File: src/rtl/cic_pkg.sv
package cic_pkg;
  typedef enum logic [1:0] {
    QM_TRUNC = 2'd0,
    QM_CONV  = 2'd1,
    QM_RUP   = 2'd2,
    QM_SAT   = 2'd3
  } qmode_e;

  function automatic int growth_bits(input int stages, input int rate, input int dly);
    return stages * $clog2(rate * dly);
  endfunction
endpackage

File: src/rtl/cic_integ_chain.sv
module cic_integ_chain #(
  parameter int STAGES   = 3,
  parameter int CHANNELS = 2,
  parameter int W        = 14,
  parameter int CH_W     = 1
) (
  input  logic            clk,
  input  logic            rst,
  input  logic            in_valid,
  input  logic [CH_W-1:0] in_ch,
  input  logic [W-1:0]    in_data,
  output logic            out_valid,
  output logic [CH_W-1:0] out_ch,
  output logic [W-1:0]    out_data
);
  for (genvar s = 0; s < STAGES; s++) begin : g_st
    logic            v_in, pv;
    logic [CH_W-1:0] c_in, pc;
    logic [W-1:0]    d_in, pd, sum;
    logic [W-1:0]    acc [CHANNELS];

    if (s == 0) begin : g_head
      assign v_in = in_valid;
      assign c_in = in_ch;
      assign d_in = in_data;
    end else begin : g_link
      assign v_in = g_st[s-1].pv;
      assign c_in = g_st[s-1].pc;
      assign d_in = g_st[s-1].pd;
    end

    assign sum = acc[c_in] + d_in;

    always_ff @(posedge clk) begin
      if (rst) begin
        pv <= 1'b0;
        pc <= '0;
        pd <= '0;
        for (int c = 0; c < CHANNELS; c++) acc[c] <= '0;
      end else begin
        pv <= v_in;
        if (v_in) begin
          acc[c_in] <= sum;
          pd        <= sum;
          pc        <= c_in;
        end
      end
    end
  end

  assign out_valid = g_st[STAGES-1].pv;
  assign out_ch    = g_st[STAGES-1].pc;
  assign out_data  = g_st[STAGES-1].pd;
endmodule

File: src/rtl/cic_comb_chain.sv
module cic_comb_chain #(
  parameter int STAGES   = 3,
  parameter int CHANNELS = 2,
  parameter int DIFF_DLY = 1,
  parameter int W        = 14,
  parameter int CH_W     = 1
) (
  input  logic            clk,
  input  logic            rst,
  input  logic            in_valid,
  input  logic [CH_W-1:0] in_ch,
  input  logic [W-1:0]    in_data,
  output logic            out_valid,
  output logic [CH_W-1:0] out_ch,
  output logic [W-1:0]    out_data
);
  for (genvar s = 0; s < STAGES; s++) begin : g_st
    logic            v_in, pv;
    logic [CH_W-1:0] c_in, pc;
    logic [W-1:0]    d_in, pd;
    logic [W-1:0]    dl [CHANNELS][DIFF_DLY];

    if (s == 0) begin : g_head
      assign v_in = in_valid;
      assign c_in = in_ch;
      assign d_in = in_data;
    end else begin : g_link
      assign v_in = g_st[s-1].pv;
      assign c_in = g_st[s-1].pc;
      assign d_in = g_st[s-1].pd;
    end

    always_ff @(posedge clk) begin
      if (rst) begin
        pv <= 1'b0;
        pc <= '0;
        pd <= '0;
        for (int c = 0; c < CHANNELS; c++)
          for (int k = 0; k < DIFF_DLY; k++) dl[c][k] <= '0;
      end else begin
        pv <= v_in;
        if (v_in) begin
          pd        <= d_in - dl[c_in][DIFF_DLY-1];
          pc        <= c_in;
          dl[c_in][0] <= d_in;
          for (int k = 1; k < DIFF_DLY; k++) dl[c_in][k] <= dl[c_in][k-1];
        end
      end
    end
  end

  assign out_valid = g_st[STAGES-1].pv;
  assign out_ch    = g_st[STAGES-1].pc;
  assign out_data  = g_st[STAGES-1].pd;
endmodule

File: src/rtl/cic_quantizer.sv
module cic_quantizer
  import cic_pkg::*;
#(
  parameter int FULL_W   = 14,
  parameter int OUT_W    = 10,
  parameter int CHANNELS = 2,
  parameter int CH_W     = 1
) (
  input  logic              clk,
  input  logic              rst,
  input  logic [1:0]        mode,
  input  logic              in_valid,
  input  logic [CH_W-1:0]   in_ch,
  input  logic [FULL_W-1:0] in_data,
  output logic              out_valid,
  output logic [OUT_W-1:0]  out_data,
  output logic [CH_W-1:0]   out_ch,
  output logic              out_first,
  output logic              out_last
);
  localparam int DROP = FULL_W - OUT_W;
  localparam logic [OUT_W-1:0] MINV = OUT_W'(1) << (OUT_W - 1);
  localparam logic [OUT_W-1:0] MAXV = ~MINV;

  logic [OUT_W-1:0] q;

  if (DROP > 0) begin : g_reduce
    localparam logic [DROP-1:0] HALF = DROP'(1) << (DROP - 1);
    qmode_e           qm;
    logic [OUT_W-1:0] hi;
    logic [DROP-1:0]  lo;
    logic             inc, fits;
    logic [OUT_W:0]   rsum;
    logic [DROP:0]    top;

    assign qm   = qmode_e'(mode);
    assign hi   = in_data[FULL_W-1:DROP];
    assign lo   = in_data[DROP-1:0];
    assign top  = in_data[FULL_W-1:OUT_W-1];
    assign fits = (&top) | ~(|top);

    always_comb begin
      inc = 1'b0;
      case (qm)
        QM_CONV: inc = (lo > HALF) | ((lo == HALF) & hi[0]);
        QM_RUP:  inc = lo[DROP-1];
        default: inc = 1'b0;
      endcase
      rsum = {hi[OUT_W-1], hi} + (OUT_W+1)'(inc);
      if (qm == QM_SAT)
        q = fits ? in_data[OUT_W-1:0] : (in_data[FULL_W-1] ? MINV : MAXV);
      else if (rsum[OUT_W] != rsum[OUT_W-1])
        q = MAXV;
      else
        q = rsum[OUT_W-1:0];
    end
  end else begin : g_pass
    assign q = in_data[OUT_W-1:0];
  end

  always_ff @(posedge clk) begin
    if (rst) begin
      out_valid <= 1'b0;
      out_data  <= '0;
      out_ch    <= '0;
      out_first <= 1'b0;
      out_last  <= 1'b0;
    end else begin
      out_valid <= in_valid;
      if (in_valid) begin
        out_data  <= q;
        out_ch    <= in_ch;
        out_first <= (in_ch == '0);
        out_last  <= (in_ch == CH_W'(CHANNELS - 1));
      end
    end
  end
endmodule

File: src/rtl/cic_decim.sv
module cic_decim
  import cic_pkg::*;
#(
  parameter int N_STAGES = 3,
  parameter int RATE     = 4,
  parameter int DIFF_DLY = 1,
  parameter int IN_W     = 8,
  parameter int OUT_W    = 10,
  parameter int CHANNELS = 2,
  localparam int FULL_W  = IN_W + growth_bits(N_STAGES, RATE, DIFF_DLY),
  localparam int CH_W    = (CHANNELS > 1) ? $clog2(CHANNELS) : 1
) (
  input  logic             clk,
  input  logic             rst,
  input  logic [1:0]       quant_mode,
  input  logic             s_valid,
  output logic             s_ready,
  input  logic [IN_W-1:0]  s_data,
  output logic             m_valid,
  output logic [OUT_W-1:0] m_data,
  output logic [CH_W-1:0]  m_chan,
  output logic             m_first,
  output logic             m_last
);
  localparam int CNT_W = $clog2(RATE);

  logic              take;
  logic [CH_W-1:0]   in_ch;
  logic [FULL_W-1:0] x_ext;

  logic              iv;
  logic [CH_W-1:0]   ic;
  logic [FULL_W-1:0] id;

  logic              dv;
  logic [CH_W-1:0]   dc;
  logic [FULL_W-1:0] dd;
  logic [CNT_W-1:0]  phase [CHANNELS];

  logic              cv;
  logic [CH_W-1:0]   cc;
  logic [FULL_W-1:0] cd;

  assign take  = s_valid & s_ready;
  assign x_ext = {{(FULL_W-IN_W){s_data[IN_W-1]}}, s_data};

  always_ff @(posedge clk) begin
    if (rst) begin
      s_ready <= 1'b0;
      in_ch   <= '0;
    end else begin
      s_ready <= 1'b1;
      if (take) in_ch <= (in_ch == CH_W'(CHANNELS - 1)) ? '0 : in_ch + 1'b1;
    end
  end

  cic_integ_chain #(
    .STAGES(N_STAGES), .CHANNELS(CHANNELS), .W(FULL_W), .CH_W(CH_W)
  ) u_integ (
    .clk(clk), .rst(rst),
    .in_valid(take), .in_ch(in_ch), .in_data(x_ext),
    .out_valid(iv), .out_ch(ic), .out_data(id)
  );

  always_ff @(posedge clk) begin
    if (rst) begin
      dv <= 1'b0;
      dc <= '0;
      dd <= '0;
      for (int c = 0; c < CHANNELS; c++) phase[c] <= '0;
    end else begin
      dv <= 1'b0;
      if (iv) begin
        if (phase[ic] == CNT_W'(RATE - 1)) begin
          phase[ic] <= '0;
          dv        <= 1'b1;
          dc        <= ic;
          dd        <= id;
        end else begin
          phase[ic] <= phase[ic] + 1'b1;
        end
      end
    end
  end

  cic_comb_chain #(
    .STAGES(N_STAGES), .CHANNELS(CHANNELS), .DIFF_DLY(DIFF_DLY), .W(FULL_W), .CH_W(CH_W)
  ) u_comb (
    .clk(clk), .rst(rst),
    .in_valid(dv), .in_ch(dc), .in_data(dd),
    .out_valid(cv), .out_ch(cc), .out_data(cd)
  );

  cic_quantizer #(
    .FULL_W(FULL_W), .OUT_W(OUT_W), .CHANNELS(CHANNELS), .CH_W(CH_W)
  ) u_quant (
    .clk(clk), .rst(rst), .mode(quant_mode),
    .in_valid(cv), .in_ch(cc), .in_data(cd),
    .out_valid(m_valid), .out_data(m_data), .out_ch(m_chan),
    .out_first(m_first), .out_last(m_last)
  );
endmodule

File: config.mk
export PLATFORM = sky130hd
export DESIGN_NAME = cic_decim
export DESIGN_NICKNAME = d
export VERILOG_FILES = /design/src/rtl/cic_pkg.sv /design/src/rtl/cic_integ_chain.sv /design/src/rtl/cic_comb_chain.sv /design/src/rtl/cic_quantizer.sv /design/src/rtl/cic_decim.sv
export SDC_FILE = /design/constraint.sdc
export NUM_CORES = 1
export LEC_CHECK = 0
export BUFFER_PORTS_ARGS = -buffer_cell sky130_fd_sc_hd__buf_2
export CAP_MARGIN = 15
export CORE_ASPECT_RATIO = 2
export CORE_MARGIN = 2
export CORE_UTILIZATION = 45
export DETAILED_ROUTE_END_ITERATION = 16
export PLACE_DENSITY = 0.65
export SLEW_MARGIN = 20
export SYNTH_ARGS = -nofsm -noshare
export SYNTH_HDL_FRONTEND = slang
export SYNTH_SLANG_ARGS = --single-unit
File: constraint.sdc
create_clock -name clk -period 3.1 [get_ports clk]
set_input_delay 0.465 -clock clk [delete_from_list [all_inputs] [get_ports clk]]
set_output_delay 0.465 -clock clk [all_outputs]
set_load 0.005 [all_outputs]
---- After elaboration in Yosys (flattened, before gate mapping) ----
Memories as Yosys holds them, arrays and structs flattened. A register that Yosys moved wholly into a read port is not among the register bits.
Cells that the tools add are included.
operators by class
  add/subtract/negate cells ............... 9
  order comparisons ....................... 1
  eq/ne operators ......................... 6
  multiplexer cells ....................... 71
  bitwise logic cells ..................... 7
  reductions and logical operators ........ 10
operators with widths
  cell                                                              number
  14-bit two-way mux                                                6
  14-bit OR reduction                                               6
  1-bit two-way mux                                                 58
  14-bit adder                                                      3
  14-bit subtractor                                                 3
  10-bit two-way mux                                                4
  10-bit by 2-bit adder with 11-bit output                          1
  2-bit == test (second input constant)                             3
  5-bit AND reduction                                               1
  5-bit OR reduction                                                1
  4-bit == test (second input constant)                             1
  4-bit > comparator (second input constant)                        1
  2-bit two-way mux                                                 2
  1-bit bitwise OR                                                  3
  2-bit by 1-bit adder with 2-bit output (second input constant)    1
  1-bit AND                                                         2
  2-bit by 1-bit == test with 1-bit output (second input constant)  1
  1-bit inverter                                                    2
  1-bit case mux with 2 select lines                                1
  2-bit AND reduction                                               1
  2-bit OR reduction                                                1
  1-bit adder (second input constant)                               1
  1-bit inequality test                                             1
word-level totals
  register bits after elaboration ......... 127
  memory bits (writable) .................. 172
  input port bits ......................... 13
  output and inout bits ................... 15
  word-level logic and storage cells ...... 138
  memories ................................ 7
memories
  memory               depth  width  rd ports  clocked after Yosys merged registers in  wr ports  RTL line               source
  u_comb.g_st[0].dl    2      14     1         1                                        2         cic_comb_chain.sv:21   logic [W-1:0] dl [CHANNELS][DIFF_DLY];
  u_comb.g_st[1].dl    2      14     1         1                                        2         cic_comb_chain.sv:21
  u_comb.g_st[2].dl    2      14     1         1                                        2         cic_comb_chain.sv:21
  u_integ.g_st[0].acc  2      14     1         1                                        2         cic_integ_chain.sv:20  logic [W-1:0] acc [CHANNELS];
  u_integ.g_st[1].acc  2      14     1         1                                        2         cic_integ_chain.sv:20
  u_integ.g_st[2].acc  2      14     1         1                                        2         cic_integ_chain.sv:20
  +1 memories          n/a    n/a    n/a       n/a                                      n/a       n/a

---- Depth between registers and ports, before layout ----
Gate-level depths: netlist of run 1.
  depth after elaboration ................. 8
  depth in mapped cells ................... 14
  gate-level depth less buffers ........... 14

---- Cells and area by module ----
A second synthesis of run 1 with hierarchy kept.
unflattened totals
  cells, all modules ...................... 1,572
  area total of the unflattened synthesis .. 16,255.6 sq um
modules (own cells, without submodules)
  module           instances  cells an instance  area an instance (sq um)  sequential area each (sq um)
  cic_comb_chain   1          682                7,327.0                   3,523.4
  cic_integ_chain  1          708                7,156.9                   3,523.4
  cic_decim        1          79                 922.1                     480.5
  cic_quantizer    1          103                849.6                     260.2

---- Worst setup path after synthesis of run 1 ----
No wires, ideal clock.
  path type ............................... flip-flop to flip-flop
  start ................................... register with a tool-made name
  end ..................................... memory u_integ.g_st[2].acc[1][10], data pin
  data arrival time ....................... 2.973 ns
  data required time ...................... 2.834 ns
  path slack .............................. -0.139 ns
  cell stages (with the launch flop) ...... 12
  path buffers ............................ 2
  clock period less this slack ............ 3.239 ns
  path through ............................ dfxtp_1 clkbuf_1 clkbuf_1 mux2_2 ha_1 fa_1 a211o_1 a21oi_2 nor3_1 or4_1 nand2_1 nor2_1
RTL lines
  element        RTL line
  end, declared  cic_integ_chain.sv:20

==> flow_metrics.tcl, run 1 <==
set metrics [dict create \
    area_growth_syn_to_fin_pct 11.0 \
    synth.most_common_cell "nor2_1" \
    finalWeightedCongestion 0.906 \
    grtUsageTotal 0.210 \
    floorplan.io_pins 28 \
    timing.final.hold_violations 0 \
    reg2reg_slack_ps 140 \
    status "completed" \
    synth.lib_cells_used.distinct 73 \
    setup_viol 0 \
    hold_buffers 0 \
    synth_enable_flop_cells 172 \
    routed_wirelength_um 38200 \
    cts.sinks 306 \
    number_of_levels_the_h_tree_was_split_into 1 \
    power.density_nw_per_um2 517 \
    clock_tree.buffer_depth 3 \
    preCtsSetupSlack_ps 46.1 \
    worst_ir_drop_vdd_uv 448 \
    max_cap_violations 0 \
    syn_nets 1648 \
    crit_required_ps 3400 \
    yosysWarnings 0 \
    post_synth.cell_area_avg_um2 10.2 \
    fin_util 0.504 \
    synth.top_cells.by_area "edfxtp_1 33%, dfxtp_1 17%, ha_1 6.7%" \
    path_clk_slew_ps 70 \
    die_span_y_um 269 \
    worst_clock_skew_ps 11.8 \
    via_count 11409 \
    fraction_of_layout_instances_using_a_drive_strength_above_1 0.114 \
    worst_slew_margin_rel 0.460 \
    placement.cell_area_um2 16600 \
    via_density 5.60 \
    combined_area_of_all_synthesized_cells_um2 15800 \
    fmaxAchievable_ghz 0.338 \
    p_leak_nw 6.75 \
    postLayoutCellArea_um2 17500 \
    antenna_violating_nets_post_route 0 \
    synth-seq-area-share 0.497 \
    setup_slack_ps 137 \
    worst_setup_path_start_kind "register" \
    critPathKind "register to register" \
    clock_insertion_delay_worst_skew_ps 550 \
    detail_route.first_pass.iterations 5 \
    slowest_stage "or4_1" \
    drt_drc_violations_left 0 \
    clock_tree_from_tritoncts "done" \
    ys_top_cells_by_count "212 x nor2_1, 172 x edfxtp_1, 134 x dfxtp_1" \
    worstPathCellList "mux2_2 -> ha_1 -> fa_1 -> a211o_1 -> a21oi_2 -> nor3_1 -> or4_1 -> nand2_1 -> nor2_1" \
    cts_inserted_buffers 28 \
    worstPathArrival_ps 3270 \
    synth-main-ff-cell "edfxtp_1" \
    cp_max_fo 4 \
    final_nets 1674 \
    max_slew_vio_count 0 \
    worstSetupEndpointType "register" \
    ctsRootBufferMaster "clkbuf_16" \
    globalRouteOverflowTotal 0 \
    fin_crit_ps 2960 \
    grt_antenna_before_repair 1 \
    dieWidth_um 137 \
    number_of_global_route_vias_before_repair 11724 \
    wl_per_cell_um 18.8 \
    design.die.area_um2 36700 \
    delay_of_the_slowest_critical_path_stage_ps 500 \
    io_buffers 27 \
    finalHoldWorstSlack_ps 342 \
    synth_async_sr_flop_share 0 \
    floorplan.initialDensity 0.454 \
    synth_top_cell_area_share 0.327 \
    detailed_place_hpwl_um 29000 \
    hp-class "input port to register" \
    yosys_register_bits 306 \
    synth_area_leader_cell "edfxtp_1" \
    grt_setup_unrepaired "false" \
    synth_cells 1544 \
    finalSetupTns_ps 0 \
    grt_max_degree 73 \
    period_share 0.956 \
    first_iter_violations 529 \
    design.core.area_um2 34800 \
    fp-row-count 97 \
    timing_worst_slew_pin_value_ps 811 \
    grt_first_pass_wirelength_um 59800 \
]
==> worst max-delay path: cells and delay by family (launching register included) <==
kind / cells / cell delay, ps
AND/OR/NAND/NOR: 4 / 770
adder cells (fa/ha/maj): 2 / 650
AO/OA/AOI/OAI: 2 / 520
flip-flops: 1 / 410
multiplexers: 1 / 360
==> cell usage in the layout, fill, tap and decap left out, types with 5 or more instances in the layout <==
cell type / count
xnor2_1: 33
mux2i_1: 73
a21o_1: 16
nand2b_1: 14
xor2_1: 31
clkbuf_16: 29
nor2_1: 212
a31oi_1: 7
nand2_1: 125
o22ai_1: 11
clkinv_1: 5
nor4_1: 7
a211oi_1: 28
dfxtp_1: 134
ha_1: 85
edfxtp_1: 172
inv_1: 47
and3_1: 51
nand4_1: 14
nor3_1: 24
o21ai_0: 40
and2_1: 37
fa_1: 6
buf_4: 36
nor2b_1: 9
buf_2: 26
a21oi_1: 105
or3_1: 6
a31o_2: 6
nor3b_1: 7
nand3_1: 24
o21ai_1: 8
mux2_2: 44
o31ai_1: 5
o21a_1: 20
o21bai_1: 11
==> metal layers <==
| layer | vias to the layer above | track usage | wire (um) |
|---|---|---|---|
| li1 | 5628 | - | - |
| met1 | 5448 | 0.177 | 12400 |
| met2 | 228 | 0.454 | 22900 |
| met3 | 105 | 0.0224 | 1130 |
| met4 | 0 | 0.102 | 1810 |
| met5 | - | 0 | 0 |
==> worst paths after layout <==
check / from / to / depth (start not counted)
worst max-delay path: register / u_integ.g_st[2].acc[1][10]$_SDFFCE_PN0P_ / 9
worst min-delay path: s_data[0] / u_integ.g_st[0].pd[0]$_SDFFE_PP0P_ / 4
worst max register to register: register / u_integ.g_st[2].acc[1][10]$_SDFFCE_PN0P_ / 9
worst min register to register: u_integ.out_data[2]$_SDFFE_PP0P_ / dd[2]$_SDFFE_PP0P_ / 2
==> power by group <==
group          switching [mW]  internal [mW]  total [mW]
sequential             0.0574           4.41        4.47
clock                    1.52           2.14        3.66
combinational           0.595          0.347       0.942
total                    2.18           6.89        9.07
==> registers in the layout, summed over array words and instances (netlist names), 2 cells and up, named ones only <==
register and count:
dd 14, phase 4, u_comb.g_st.dl 84, u_comb.g_st.pc 2, u_comb.g_st.pd 28, u_comb.g_st.pv 2, u_comb.out_data 14, u_integ.g_st.acc 84
u_integ.g_st.pc 2, u_integ.g_st.pd 28, u_integ.g_st.pv 2, u_integ.out_data 14, u_quant.out_data 10
==> cells by family after synthesis <==
kind of cell	after synthesis	synth area share
simple gates	547	0.162
mux	117	0.0776
fa+ha+maj	91	0.0749
buf+inv	118	0.0283
xor+xnor	64	0.0355
flops	306	0.497
compound gates	301	0.125
==> per-stage QoR <==
stage / instances / power (mW)
global placement: 1985 / 5.47
detailed placement: 1985 / 5.49
global route: 2037 / 9.38
floorplan: 1544 / 5.20
CTS: 2037 / 9.14
finish: 2038 / 9.07
==> final cells by class <==
cell class	count	area, um2
fill	3136	17300
sequential	306	7850
multi-input combinational	1120	7510
clock buffer	36	792
tap	445	557
timing repair buffer	65	460
clock inverter	16	191
inverter	49	184
antenna	1	2.50
==> what timing repair did <==
action,in CTS,in global routing
setup endpoints to repair,0,8
buffers inserted,0,0
resized for setup,0,1
No activity file was read; power rests on OpenSTA's default activity.
==> run 2, diff against run 1 <==
- ABC_AREA: unset -> 1
==> run 2 against run 1 <==
- combinational power rose by 6%
- hold slack worse by 49 ps
- total power up 0.46%
- clock skew increased by 6.7 ps
- die area increased by 7.3%
- sequential cell count unchanged
- critical endpoint is now u_quant.out_data[4]$_SDFFE_PP0P_
==> flow_metrics.tcl, run 2 <==
set metrics [dict create \
    post_synth.cell_area_avg_um2 7.99 \
    n_fill_cell 3611 \
    combined_area_of_all_synthesized_cells_um2 17000 \
    postLayoutCellArea_um2 18700 \
    synth-seq-area-share 0.462 \
    seq_area_um2 7850 \
    design.die.area_um2 39400 \
    ys_top_cells_by_count "474 x nand2_1, 375 x inv_1, 299 x nor2_1" \
    period_share 0.879 \
    worstPathArrival_ps 3160 \
    antenna_violating_nets_post_route 0 \
    grtUsageTotal 0.214 \
    cp_max_fo 5 \
    via_count 13403 \
    routed_wirelength_um 41800 \
    detailed_place_hpwl_um 32500 \
    slowest_stage "dfxtp_1" \
    fin_crit_ps 2730 \
    worstPathCellList "inv_1 -> nand4_1 -> a21oi_1 -> nor3_1 -> ha_1 -> ha_1 -> nand2_1 -> inv_1 -> nand2_1 -> o31ai_1 -> inv_1 -> ha_1 -> nor2_1 -> inv_1 -> a21oi_1 -> o21ai_0 -> nand3_1 -> a21oi_1" \
    critPathKind "register to register" \
    max_slew_vio_count 0 \
    cts.sinks 306 \
    power.density_nw_per_um2 488 \
    timing_worst_slew_pin_value_ps 907 \
    synth-main-ff-cell "edfxtp_1" \
    biggestRegsByFlops "u_comb.g_st.dl x84, u_integ.g_st.acc x84" \
    fin_util 0.501 \
    floorplan.io_pins 28 \
    grt_first_pass_wirelength_um 66600 \
    synth.most_common_cell "nand2_1" \
    antenna-diode-count 0 \
    finalSetupTns_ps 0 \
    status "completed" \
    yosysWarnings 0 \
    number_of_levels_the_h_tree_was_split_into 1 \
    worstSetupEndpointType "register" \
    setup_viol 0 \
    synth_compound_gate_area_share 0.0689 \
    globalRouteOverflowTotal 0 \
    cts_setup_buffers 0 \
    clock_tree_from_tritoncts "done" \
    worst_setup_path_start_kind "register" \
    area_growth_syn_to_fin_pct 9.87 \
    crit_required_ps 3540 \
    die_span_y_um 279 \
    clock_insertion_delay_worst_skew_ps 570 \
    drt_drc_violations_left 0 \
    synth.top_cells.by_area "edfxtp_1 30%, dfxtp_1 16%, nand2_1 10%" \
    final-instance-count-excl-fill 2641 \
    final_nets 2263 \
    design.core.area_um2 37300 \
    fmaxAchievable_ghz 0.367 \
    synth.lib_cells_used.distinct 39 \
    finalHoldWorstSlack_ps 293 \
    timing.final.hold_violations 0 \
    dpl.cell_count 2587 \
    final_cell_mix "474 x nand2_1, 374 x inv_1, 299 x nor2_1" \
    wl_per_cell_um 15.8 \
    worst_slew_margin_rel 0.394 \
    worst_ir_drop_vdd_uv 414 \
    placement.cell_area_um2 17700 \
    synth_enable_flop_cells 172 \
    hp-class "input port to register" \
    grt_antenna_before_repair 0 \
    dieWidth_um 141 \
    fraction_of_layout_instances_using_a_drive_strength_above_1 0.0866 \
    synth_area_leader_cell "edfxtp_1" \
    grt_setup_unrepaired "false" \
    number_of_global_route_vias_before_repair 13630 \
    muxShareOfSynthArea 0.0486 \
    clock_tree.buffer_depth 3 \
    synthXorXnorAreaFrac 0.0191 \
    synth_fa_ha_area_frac 0.0697 \
    path_common_cell "inv_1" \
    path_clk_slew_ps 70 \
    grt_max_degree 44 \
    first_iter_violations 430 \
    synth_cells 2128 \
    post_synthesis_share_of_cell_area_spent_on_and_or_nand_and_nor_gates 0.233 \
    detail_route.first_pass.iterations 5 \
    fp-row-count 100 \
    syn_nets 2232 \
    cts_inserted_buffers 29 \
    delay_of_the_slowest_critical_path_stage_ps 330 \
    synth_async_sr_flop_share 0 \
    max_cap_violations 0 \
    yosys_register_bits 306 \
    worst_clock_skew_ps 18.5 \
    synth_top_cell_area_share 0.304 \
    final_common_cell "nand2_1" \
    p_leak_nw 8.67 \
    synth_top_family_by_area "simple AND/OR/NAND/NOR gates" \
    hold_buffers 0 \
    via_density 5.07 \
    finalWeightedCongestion 0.877 \
    io_buffers 27 \
    floorplan.initialDensity 0.456 \
    cts-resized-gates 0 \
    ctsRootBufferMaster "clkbuf_16" \
    combined_area_of_the_multi_input_logic_cells_um2 7470 \
]
## run 2: cell count changes in the layout (fill, tap and decap cells not counted), sizes merged, moves of 27 or more
cell / delta
mux2i: -40
o21ai: +30
nand2: +354
nand3: +95
inv: +334
nor2: +103
and3: -51
a211oi: -27
## run 2: worst max-delay path: cells and delay by family, from the launching register on
| kind | cells | cell delay (ps) |
|---|---|---|
| buffers and inverters | 4 | 320 |
| and+or+nand+nor | 6 | 720 |
| adders and majority gates | 3 | 660 |
| AOI/OAI and AO/OA | 5 | 560 |
| DFF | 1 | 330 |
## run 2: path summary, 6_finish.rpt
| check | from | end | slack [ps] | cells past startpoint |
|---|---|---|---|---|
| worst max-delay path | u_comb.out_data[4]$_SDFFE_PP0P_ | u_quant.out_data[4]$_SDFFE_PP0P_ | 370 | 18 |
| worst min-delay path | rst | u_integ.g_st[1].pd[0]$_SDFFE_PP0P_ | 290 | 2 |
| worst min register to register | u_integ.g_st[1].pv$_SDFF_PP0_ | u_integ.out_valid$_SDFF_PP0_ | 460 | 2 |
| worst max register to register | u_comb.out_data[4]$_SDFFE_PP0P_ | u_quant.out_data[4]$_SDFFE_PP0P_ | 370 | 18 |
## run 2: power breakdown
part	leakage, nW	internal, mW	switching [mW]	total, mW
clock	0.479	2.03	1.61	3.65
combinational	5.33	0.337	0.664	1.00
sequential	2.87	4.41	0.0560	4.46
total	8.67	6.78	2.33	9.11
## run 2: area by class of cell
cell class,count,share of cell area
clock inverters,18,0.00932
well taps,459,0.0308
clock buffers,36,0.0430
flip-flops and latches,306,0.420
repair buffers,59,0.0208
inverters,376,0.0756
multi-input cells,1387,0.400
## run 2: layer usage
layer | routed length (um) | global-route usage | up-vias | share of wire
li1 | - | - | 6846 | -
met1 | 13600 | 0.184 | 6268 | 0.33
met2 | 25200 | 0.463 | 190 | 0.60
met3 | 869 | 0.0202 | 99 | 0.021
met4 | 2100 | 0.107 | 0 | 0.050
met5 | 0 | 0 | - | 0
## run 2: kinds of logic (layout without fill, tap and decap cells)
kind of cell | count (synthesis) | count (layout)
flip-flops | 306 | 306
multiplexers | 77 | 77
XOR/XNOR | 37 | 37
adder cells (fa/ha/maj) | 91 | 91
AO/OA/AOI/OAI | 219 | 219
AND/OR/NAND/NOR | 963 | 963
buffers and inverters | 435 | 489
## run 2: per-stage QoR
step / setup WS [ps] / total power [mW]
6_report: 374 / 9.11
5_1_grt: 45.8 / 9.48
4_1_cts: 376 / 9.20
3_5_place_dp: 70.9 / 5.56
3_3_place_gp: 40.6 / 5.54
2_1_floorplan: 388 / 5.26
==> run 3, diff against run 2 <==
- CAP_MARGIN: 15 -> 0
- CORE_ASPECT_RATIO: 2 -> unset
- GPL_TIMING_DRIVEN: unset -> 0
==> run 3 against run 2 <==
- critical path depth fell by 9
- highest routed layer is now met5
- total power grew 5.0%
- sequential power about the same
- fmax shrank 5.7%
- non-clock buffer count grew 27
- hold slack worse by 130 ps
- first-iteration DRC count is 68% higher
- sequential share of layout area fell by 0.54 points
- sequential cell count unchanged
- global-route usage decreased by 0.38 points
- clock skew down 0.63 ps
- register-to-register slack got worse by 170 ps
==> flow_metrics.tcl, run 3 (same netlist as run 2, synthesis figures left out) <==
set metrics [dict create \
    drt_drc_violations_left 0 \
    grt_setup_unrepaired "false" \
    first_iter_violations 724 \
    fin_crit_ps 2890 \
    fraction_of_layout_instances_using_a_drive_strength_above_1 0.0847 \
    timing.final.hold_violations 0 \
    cp_max_fo 10 \
    via_count 13520 \
    globalRouteOverflowTotal 0 \
    design.die.area_um2 39300 \
    antenna_violating_nets_post_route 0 \
    dieWidth_um 198 \
    placement.cell_area_um2 17800 \
    max_cap_violations 0 \
    path_clk_slew_ps 60 \
    period_share 0.933 \
    cts_inserted_buffers 36 \
    power.density_nw_per_um2 506 \
    grt_antenna_before_repair 1 \
    worstPathCellList "buf_2 -> mux2_2 -> ha_1 -> fa_1 -> nand3_1 -> nand2_2 -> a21oi_2 -> xor2_1 -> nor2_1" \
    worst_clock_skew_ps 17.9 \
    finalWeightedCongestion 0.936 \
    detail_route.first_pass.iterations 5 \
    final_nets 2297 \
    postLayoutCellArea_um2 18900 \
    hold_end "u_integ.out_valid$_SDFF_PP0_" \
    delay_of_the_slowest_critical_path_stage_ps 460 \
    hold_depth 2 \
    hold_path.startpoint "rst" \
    status "completed" \
    grtUsageTotal 0.211 \
    setup_viol 0 \
    worst_slew_margin_rel 0.359 \
    regToRegEndpoint "u_integ.g_st[2].acc[1][8]$_SDFFCE_PN0P_" \
    clock_insertion_delay_worst_skew_ps 540 \
    number_of_levels_the_h_tree_was_split_into 2 \
    via_density 4.95 \
    cts.sinks 306 \
    clock_tree.buffer_depth 3 \
    ctsRootBufferMaster "clkbuf_16" \
    routed_wirelength_um 40300 \
    n_fill_cell 3625 \
    clock_tree_from_tritoncts "done" \
    worst_ir_drop_vdd_uv 366 \
    cp_num_buf_inv 1 \
    finalSetupTns_ps 0 \
    area_growth_syn_to_fin_pct 11.3 \
    io_buffers 27 \
    design_power_total_mw 9.56 \
    number_of_global_route_vias_before_repair 13194 \
    timing.critical_path.max_delay_family "adder cells" \
    wl_per_cell_um 14.8 \
    floorplan.io_pins 28 \
    grt_max_degree 17 \
    worst_setup_path_start_kind "register" \
    fp-row-count 71 \
    p_leak_nw 8.75 \
    final_common_cell "nand2_1" \
    critPathKind "register to register" \
    worstPathArrival_ps 3160 \
    seq_area_um2 7850 \
    reg2reg_slack_ps 210 \
    max_slew_vio_count 0 \
    detailed_place_hpwl_um 30400 \
    die_span_y_um 198 \
    fmaxAchievable_ghz 0.346 \
    worstSetupEndpointType "register" \
    worstRegToRegCells 9 \
    final_cell_mix "474 x nand2_1, 375 x inv_1, 298 x nor2_1" \
    antenna-diode-count 0 \
    crit_required_ps 3370 \
    cts_setup_buffers 0 \
    design.core.area_um2 37400 \
    hp-class "input port to register" \
    timing_worst_slew_pin_value_ps 961 \
    combined_area_of_the_multi_input_logic_cells_um2 7470 \
    slowest_stage "dfxtp_1" \
    fin_util 0.506 \
    finalHoldWorstSlack_ps 162 \
    floorplan.initialDensity 0.454 \
    biggestRegsByFlops "u_comb.g_st.dl x84, u_integ.g_st.acc x84" \
    grt_first_pass_wirelength_um 65400 \
]
## run 3: cell types whose count changed in the layout (fill, tap and decap cells not counted), sizes merged
cell	previous run	this run
inv	381	379
buf	59	58
clkbuf	36	74
clkinv	9	12
## run 3: worst max path at each step
stage                                     from                                       to  slack, ps  depth (start not counted)
3_3_place_gp                     quant_mode[0]         u_quant.out_data[4]$_SDFFE_PP0P_        -70                         18
3_5_place_dp                     quant_mode[0]         u_quant.out_data[4]$_SDFFE_PP0P_       -150                         18
2_1_floorplan                    quant_mode[0]         u_quant.out_data[4]$_SDFFE_PP0P_        390                         17
5_1_grt        u_comb.out_data[4]$_SDFFE_PP0P_         u_quant.out_data[4]$_SDFFE_PP0P_         40                         18
6_report                              register  u_integ.g_st[2].acc[1][8]$_SDFFCE_PN0P_        210                          9
4_1_cts        u_comb.out_data[4]$_SDFFE_PP0P_         u_quant.out_data[4]$_SDFFE_PP0P_        210                         18
## run 3: cell type report
cell class | count | share of cell area
plain buffers | 59 | 0.0139
flip-flops and latches | 306 | 0.415
clock inverters | 19 | 0.00853
clock buffers | 46 | 0.0518
inverters | 376 | 0.0746
multi-input cells | 1387 | 0.395
repair buffers | 27 | 0.00715
well taps | 511 | 0.0338
## run 3: timing repair
item / in CTS / in global routing
gates resized for setup: 0 / 1
endpoints found under the setup margin: 0 / 3
hold endpoints to repair: 0 / 0
hold buffers: 0 / 0
## run 3: where the power goes
| group | internal [mW] | leakage [nW] | switching, mW |
|---|---|---|---|
| clock network | 2.41 | 0.554 | 1.69 |
| logic | 0.332 | 5.33 | 0.659 |
| registers | 4.41 | 2.87 | 0.0524 |
| total | 7.16 | 8.75 | 2.41 |
## run 3: stage by stage
step	setup WS, ps	instances
6_report	208	2731
5_1_grt	36.9	2731
4_1_cts	209	2731
3_5_place_dp	-146	2666
3_3_place_gp	-71.3	2666
2_1_floorplan	388	2128
## run 3: layer usage
layer | global-route usage | wire length (um) | vias up
met5 | 0 | 16 | -
met4 | 0.0732 | 1240 | 2
li1 | - | - | 6918
met1 | 0.259 | 17900 | 6308
met3 | 0.0371 | 1550 | 71
met2 | 0.371 | 19600 | 221
